`config.mk`:
```
export PLATFORM = sky130hd
export DESIGN_NAME = subq_capture
export DESIGN_NICKNAME = d
export VERILOG_FILES = /design/src/rtl/subq_pkg.sv /design/src/rtl/subq_store.sv /design/src/rtl/subq_reader.sv /design/src/rtl/subq_capture.sv
export SDC_FILE = /design/constraint.sdc
export NUM_CORES = 1
export LEC_CHECK = 0
export ABC_AREA = 1
export BUFFER_PORTS_ARGS = -buffer_cell sky130_fd_sc_hd__buf_2
export CAP_MARGIN = 20
export CORE_AREA = 2 2 108 110
export CTS_CLUSTER_SIZE = 12
export DETAILED_ROUTE_END_ITERATION = 8
export DIE_AREA = 0 0 110 112
export HOLD_SLACK_MARGIN = 0.03
export PLACE_DENSITY_LB_ADDON = 0.1
export SLEW_MARGIN = 30
export SYNTH_ARGS = -nofsm -noshare
export SYNTH_HDL_FRONTEND = slang
export SYNTH_SLANG_ARGS = --single-unit
```
`constraint.sdc`:
```
create_clock -name clk -period 1.8 [get_ports clk]
set_clock_uncertainty 0.05 [all_clocks]
set_input_delay 0.27 -clock clk [delete_from_list [all_inputs] [get_ports clk]]
set_output_delay 0.27 -clock clk [all_outputs]
set_load 0.05 [all_outputs]
```
`src/rtl/subq_pkg.sv`:
```
package subq_pkg;
  typedef enum logic [1:0] {
    ADDR_STATUS  = 2'd0,
    ADDR_DATA    = 2'd1,
    ADDR_RELEASE = 2'd2,
    ADDR_SPARE   = 2'd3
  } subq_addr_e;

  localparam int unsigned ST_READY_BIT  = 0;
  localparam int unsigned ST_MISSED_BIT = 1;
endpackage

```
`src/rtl/subq_store.sv`:
```
module subq_store #(
  parameter int unsigned NUM_BYTES = 12,
  parameter int unsigned BYTE_W    = 8,
  localparam int unsigned FRAME_W  = NUM_BYTES * BYTE_W
) (
  input  logic               clk,
  input  logic               rst_n,
  input  logic               frame_valid,
  input  logic [FRAME_W-1:0] frame_data,
  input  logic               status_rd,
  input  logic               release_rd,
  output logic [FRAME_W-1:0] frame_q,
  output logic               ready_q,
  output logic               locked_q,
  output logic               missed_q
);
  logic               lock_now;
  logic               discard;
  logic               capture;
  logic               ready_d;
  logic               locked_d;
  logic               missed_d;
  logic [FRAME_W-1:0] frame_d;

  always_comb begin
    lock_now = locked_q | (status_rd & ready_q);
    discard  = frame_valid & (lock_now | release_rd);
    capture  = frame_valid & ~discard;
    frame_d  = capture ? frame_data : frame_q;
    if (release_rd) begin
      ready_d  = 1'b0;
      locked_d = 1'b0;
    end else begin
      ready_d  = ready_q | capture;
      locked_d = lock_now;
    end
    if (discard)        missed_d = 1'b1;
    else if (status_rd) missed_d = 1'b0;
    else                missed_d = missed_q;
  end

  always_ff @(posedge clk or negedge rst_n) begin
    if (!rst_n) begin
      ready_q  <= 1'b0;
      locked_q <= 1'b0;
      missed_q <= 1'b0;
    end else begin
      ready_q  <= ready_d;
      locked_q <= locked_d;
      missed_q <= missed_d;
    end
  end

  always_ff @(posedge clk or negedge rst_n) begin
    if (!rst_n) begin
      frame_q <= '0;
    end else if (capture) begin
      frame_q <= frame_d;
    end
  end

  a_r7_locked_hold: assert property (@(posedge clk) disable iff (!rst_n)
    locked_q |=> $stable(frame_q));
  a_r4_lock_needs_ready: assert property (@(posedge clk) disable iff (!rst_n)
    $rose(locked_q) |-> $past(ready_q));
  a_r7_missed_on_drop: assert property (@(posedge clk) disable iff (!rst_n)
    (frame_valid && locked_q) |=> missed_q);
  a_r8_release_clears: assert property (@(posedge clk) disable iff (!rst_n)
    release_rd |=> (!locked_q && !ready_q));
  a_r2_capture_sets_ready: assert property (@(posedge clk) disable iff (!rst_n)
    (frame_valid && !locked_q && !status_rd && !release_rd) |=> ready_q);
endmodule

```
`src/rtl/subq_reader.sv`:
```
module subq_reader #(
  parameter int unsigned NUM_BYTES = 12,
  parameter int unsigned BYTE_W    = 8,
  localparam int unsigned FRAME_W  = NUM_BYTES * BYTE_W,
  localparam int unsigned IDX_W    = $clog2(NUM_BYTES + 1)
) (
  input  logic               clk,
  input  logic               rst_n,
  input  logic               data_rd,
  input  logic               release_rd,
  input  logic               locked,
  input  logic [FRAME_W-1:0] frame_q,
  output logic [BYTE_W-1:0]  byte_o
);
  logic [IDX_W-1:0] idx_q;
  logic [IDX_W-1:0] idx_d;
  logic             in_range;

  always_comb begin
    in_range = locked && (idx_q < IDX_W'(NUM_BYTES));
    byte_o   = '0;
    for (int unsigned i = 0; i < NUM_BYTES; i++) begin
      if (in_range && (idx_q == IDX_W'(i))) byte_o = frame_q[i*BYTE_W +: BYTE_W];
    end
    if (release_rd)               idx_d = '0;
    else if (data_rd && in_range) idx_d = idx_q + IDX_W'(1);
    else                          idx_d = idx_q;
  end

  always_ff @(posedge clk or negedge rst_n) begin
    if (!rst_n) idx_q <= '0;
    else        idx_q <= idx_d;
  end

  a_r6_idx_bound: assert property (@(posedge clk) disable iff (!rst_n)
    idx_q <= IDX_W'(NUM_BYTES));
  a_r5_advance: assert property (@(posedge clk) disable iff (!rst_n)
    (data_rd && locked && !release_rd && (idx_q < IDX_W'(NUM_BYTES)))
      |=> (idx_q == $past(idx_q) + IDX_W'(1)));
  a_r6_no_move_unlocked: assert property (@(posedge clk) disable iff (!rst_n)
    (!locked && !release_rd) |=> $stable(idx_q));
endmodule

```
`src/rtl/subq_capture.sv`:
```
module subq_capture #(
  parameter int unsigned NUM_BYTES = 12,
  parameter int unsigned BYTE_W    = 8,
  localparam int unsigned FRAME_W  = NUM_BYTES * BYTE_W
) (
  input  logic               clk,
  input  logic               rst_n,
  input  logic               frame_valid,
  input  logic [FRAME_W-1:0] frame_data,
  input  logic               rd_en,
  input  logic [1:0]         rd_addr,
  output logic [BYTE_W-1:0]  rd_data
);
  import subq_pkg::*;

  logic               status_rd;
  logic               data_rd;
  logic               release_rd;
  logic [FRAME_W-1:0] frame_q;
  logic               ready_q;
  logic               locked_q;
  logic               missed_q;
  logic [BYTE_W-1:0]  byte_sel;
  logic [BYTE_W-1:0]  status_byte;
  logic [BYTE_W-1:0]  rd_data_d;

  always_comb begin
    status_rd  = rd_en && (subq_addr_e'(rd_addr) == ADDR_STATUS);
    data_rd    = rd_en && (subq_addr_e'(rd_addr) == ADDR_DATA);
    release_rd = rd_en && (subq_addr_e'(rd_addr) == ADDR_RELEASE);
    status_byte = '0;
    status_byte[ST_READY_BIT]  = ready_q;
    status_byte[ST_MISSED_BIT] = missed_q;
    case (subq_addr_e'(rd_addr))
      ADDR_STATUS: rd_data_d = status_byte;
      ADDR_DATA:   rd_data_d = byte_sel;
      default:     rd_data_d = '0;
    endcase
  end

  subq_store #(.NUM_BYTES(NUM_BYTES), .BYTE_W(BYTE_W)) u_store (
    .clk        (clk),
    .rst_n      (rst_n),
    .frame_valid(frame_valid),
    .frame_data (frame_data),
    .status_rd  (status_rd),
    .release_rd (release_rd),
    .frame_q    (frame_q),
    .ready_q    (ready_q),
    .locked_q   (locked_q),
    .missed_q   (missed_q)
  );

  subq_reader #(.NUM_BYTES(NUM_BYTES), .BYTE_W(BYTE_W)) u_reader (
    .clk       (clk),
    .rst_n     (rst_n),
    .data_rd   (data_rd),
    .release_rd(release_rd),
    .locked    (locked_q),
    .frame_q   (frame_q),
    .byte_o    (byte_sel)
  );

  always_ff @(posedge clk or negedge rst_n) begin
    if (!rst_n) begin
      rd_data <= '0;
    end else if (rd_en) begin
      rd_data <= rd_data_d;
    end
  end

  a_r3_lock_on_ready: assert property (@(posedge clk) disable iff (!rst_n)
    (status_rd && ready_q) |=> locked_q);
  a_r9_spare_inert: assert property (@(posedge clk) disable iff (!rst_n)
    (rd_en && rd_addr == 2'd3 && !frame_valid)
      |=> (rd_data == '0 && $stable(locked_q) && $stable(ready_q)));
endmodule

```
==> reports/results.md <==
| Parameter | This run | Unit |
|:---|:---|:---|
| Commonest register cell after synthesis | dfrtp_1 | - |
| Final TNS setup | -1300 | ps |
| RSZ-0062 raised after global routing | yes | - |
| Final-report hold violation count | 0 | - |
| Fin crit period | 1980 | ps |
| Number of iterations in the first detailed-routing pass | 5 | - |
| Leakage power | 3.94 | nW |
| Met3 wire len | 712 | µm |
| Detailed-route wire length | 14100 | µm |
| Highest Signal Layer | met4 | - |
| Net count reported at finish | 1005 | - |
| Starting DRC count in detailed routing | 314 | - |
| CP Launch Type | flip-flop | - |
| Critical path peak fanout | 6 | - |
| Number of library cell types mapped by synthesis | 25 | - |
| Floorplan die area | 12300 | µm² |
| Startpoint of the lowest-slack register-to-register path | u_reader.idx_q[0]$_DFFE_PN0P_ | - |
| Post-DRT Antenna Nets | 0 | - |
| Hold worst-path end | u_store.frame_q[38]$_DFFE_PN0P_ | - |
| Power per standard cell area | 1050 | nW/µm² |
| Count of H-tree levels built during CTS | 3 | - |
| Area growth syn-to-layout | 30.3 | % |
| Capturing point of the worst reg2reg path | rd_data[5]$_DFFE_PN0P_ | - |
| Cell types with the highest counts after synthesis | nand2_1, dfrtp_1, inv_1 | - |
| Synthesized area per cell | 7.30 | µm² |
| TritonCTS clock tree | yes | - |
| Number of buffers created by CTS | 9 | - |
| Drc violations | 0 | - |
| Cell types occupying the most area after synthesis | dfrtp_1, nand2_1, o21ai_0, inv_1, nand3_1 | - |
| Actual slew at the worst max-slew pin | 482 | ps |
| Number of clock sinks | 111 | - |
| Total track usage | 24.2 | % |
| Violations in the final reports | setup timing | - |
| Placeable core region | 11200 | µm² |
| Status | finished, violations left | - |
| Start point of the worst hold path | frame_data[38] | - |
| Ant diodes | 0 | - |
| FF-to-FF setup slack | -180 | ps |
| Maximum number of pins on one net before global-route repair | 84 | - |
| Critical path buffer and inverter count | 3 | - |
| Final setup vio count | 8 | - |
| Post-synthesis instance total | 754 | - |
| Count of vias placed by the detailed router | 5090 | - |
| Top-Level Pins | 110 | - |
| Clock root buffer | clkbuf_16 | - |
| Hold-critical path depth | 3 | - |
| Most frequent cell after synthesis | nand2_1 | - |
| Bufs on Longest Clock Path | 2 | - |
| Ratio of final minimum period to clock period | 110 | % |
| Yosys reg bits | 111 | - |
| CP required | 2050 | ps |
| Latest clock arrival within the worst-skew pair | 360 | ps |
| Initial antenna violation count | 0 | - |
| Peak ir drop on the vdd network | 0.662 | mV |
| Overall power after layout | 0.00753 | W |
| Data arrival time of the critical path | 2230 | ps |
| Post-Route M1 WL | 6470 | µm |
| Hold crit path type | input pin to flip-flop | - |
| Average wire per cell in the routed design | 13.5 | µm |
| Port buffer count | 109 | - |
| Chip width | 110 | µm |
| Async SR Flop Fraction | 100 | % |
| Filler Cells Inserted | 990 | - |
| Max-slew headroom | 67.9 | % |
| Count of standard-cell rows | 39 | - |
| Post-place setup slack | -359 | ps |
| Yosys Warn Count | 0 | - |
| Clock transition at the registers of the reported paths | 70 | ps |
| Via count of the first global-routing pass | 4999 | - |
| Mapped cell area | 5510 | µm² |
| Number of pins with negative max-slew slack in the final report | 0 | - |
| Number of cell instances on the worst register-to-register path | 17 | - |
| Sum of net half-perimeters after detailed placement | 9940 | µm |
| Crit-path most repeated cell | nand2_1 | - |
| Number of enable flip-flop cells after synthesis | 0 | - |
| Max frequency | 0.505 | GHz |
| Category of the most critical setup path | flip-flop to flip-flop | - |
| Net count after synthesis | 860 | - |
| Critical Path, Cell by Cell | inv_4, ha_4, nand2_4, nor2_4, inv_4, buf_6, nand3_4, nand3_2, nand3_2, nand2_1, nand2_1, nand2_2, nand3_2, nand2_1, nand2_1, nand2_1, nand2_1 | - |
| Share of cells above drive strength 1 | 27.4 | % |
| Post-synthesis sequential area ratio | 50.4 | % |
| FF/Latch Area | 2780 | µm² |
| Routed wire length on met2 | 6680 | µm |
| Max cap viols | 0 | - |
| Stage delay of the slowest cell on the critical path | 460 | ps |
| Multi-input logic area | 2410 | µm² |
| Critical Path Slowest Stage Cell | dfrtp_2 | - |
| Global-route wire length before repair | 23100 | µm |
| Overflow after GRT | 0 | - |
| Area share of the largest cell type after synthesis | 50.4 | % |
| Post-synthesis cell type with the largest combined area | dfrtp_1 | - |
| CP top delay family | simple AND/OR/NAND/NOR gates | - |
| Endpoint class of the critical path | flip-flop | - |
| Starting utilization of the core area | 49.3 | % |
| Vert. Die Dim | 112 | µm |
| GP Congestion | 0.897 | - |
| Post-Route Hold Slack | 49.9 | ps |
| Setup slack of the critical path after layout | -182 | ps |
| Detail-routed via count per cell | 4.87 | - |
## report_power, final
group	total (W)	switching (W)	internal, W
clock	0.00188	0.000877	0.00101
sequential	0.00352	0.000353	0.00316
combinational	0.00213	0.00130	0.000833
total	0.00753	0.00253	0.00500
## registers in the layout (all words and copies together), names as in the netlist
signal,cells
u_store.missed_q,1
rd_data,8
u_reader.idx_q,4
u_store.frame_q,96
u_store.locked_q,1
u_store.ready_q,1
## layer usage
layer	vias up	GRT usage (%)
met2	132	38.7
met1	2350	33.0
li1	2583	-
met5	-	0
met4	0	7.51
met3	25	5.09
## stage by stage
stage | cells | cell area, µm² | utilization, %
final | 1046 | 7180 | 64.2
after global routing | 1046 | 7180 | 64.2
after CTS | 1042 | 6950 | 62.2
after detailed placement | 1017 | 6470 | 57.9
after global placement | 1017 | 6470 | 57.9
after floorplan | 754 | 5510 | -
## worst register-to-register path, delay by kind of cell, from the launching register on
| family | cells | cell delay (ps) |
|---|---|---|
| flops | 1 | 460 |
| simple gates | 13 | 950 |
| buf+inv | 3 | 310 |
| fa+ha+maj | 1 | 140 |
## final cells by class
| type | count | share of cell area (%) |
|---|---|---|
| Clock buffer | 12 | 3.57 |
| Clock inverter | 3 | 0.262 |
| Inverter | 119 | 6.49 |
| Multi-Input combinational cell | 498 | 33.6 |
| Sequential cell | 111 | 38.8 |
| Tap cell | 143 | 2.49 |
| Timing Repair Buffer | 160 | 14.8 |
## what timing repair did
action                                 CTS  global route
endpoints found under the hold margin   31             0
gates resized for setup                 43            45
buffers inserted                         9             3
gates cloned                             0             1
hold buffers                             1             0
setup endpoints to repair                8           100
pin swaps                               14            23
## kinds of logic (layout without fill, tap and decap cells)
group	count (synthesis)	after routing	synth area share [%]
adder cells (fa/ha/maj)	4	4	0.909
flip-flops	111	111	50.4
buffers and inverters	145	294	10.2
AO/OA/AOI/OAI	103	103	9.52
AND/OR/NAND/NOR	391	391	29.0
## worst max path at each step
stage / startpoint / end / depth (start not counted)
after floorplan: u_reader.idx_q[0]$_DFFE_PN0P_ / rd_data[2]$_DFFE_PN0P_ / 18
after global placement: u_reader.idx_q[0]$_DFFE_PN0P_ / rd_data[1]$_DFFE_PN0P_ / 16
after detailed placement: u_reader.idx_q[0]$_DFFE_PN0P_ / rd_data[1]$_DFFE_PN0P_ / 16
after CTS: u_reader.idx_q[1]$_DFFE_PN0P_ / rd_data[0]$_DFFE_PN0P_ / 18
after global routing: u_reader.idx_q[1]$_DFFE_PN0P_ / rd_data[2]$_DFFE_PN0P_ / 19
final: u_reader.idx_q[0]$_DFFE_PN0P_ / rd_data[5]$_DFFE_PN0P_ / 17
## placed cells by master, fill, tap and decap left out, types with 4 or more instances in the layout
master	netlist	final
buf_12	0	5
ha_4	0	4
inv_2	8	10
dfrtp_1	111	108
buf_6	0	8
buf_2	11	108
nand3_1	30	11
nand3_2	0	18
o21ai_0	87	81
nor2_4	5	6
inv_4	1	6
nor2_1	5	4
o21ai_1	7	13
inv_1	110	102
buf_4	0	36
clkbuf_16	0	10
nand2_1	334	317
nand2_2	3	14
nand2_4	0	6
a21oi_1	6	6
(Power assumes the default switching activity.)
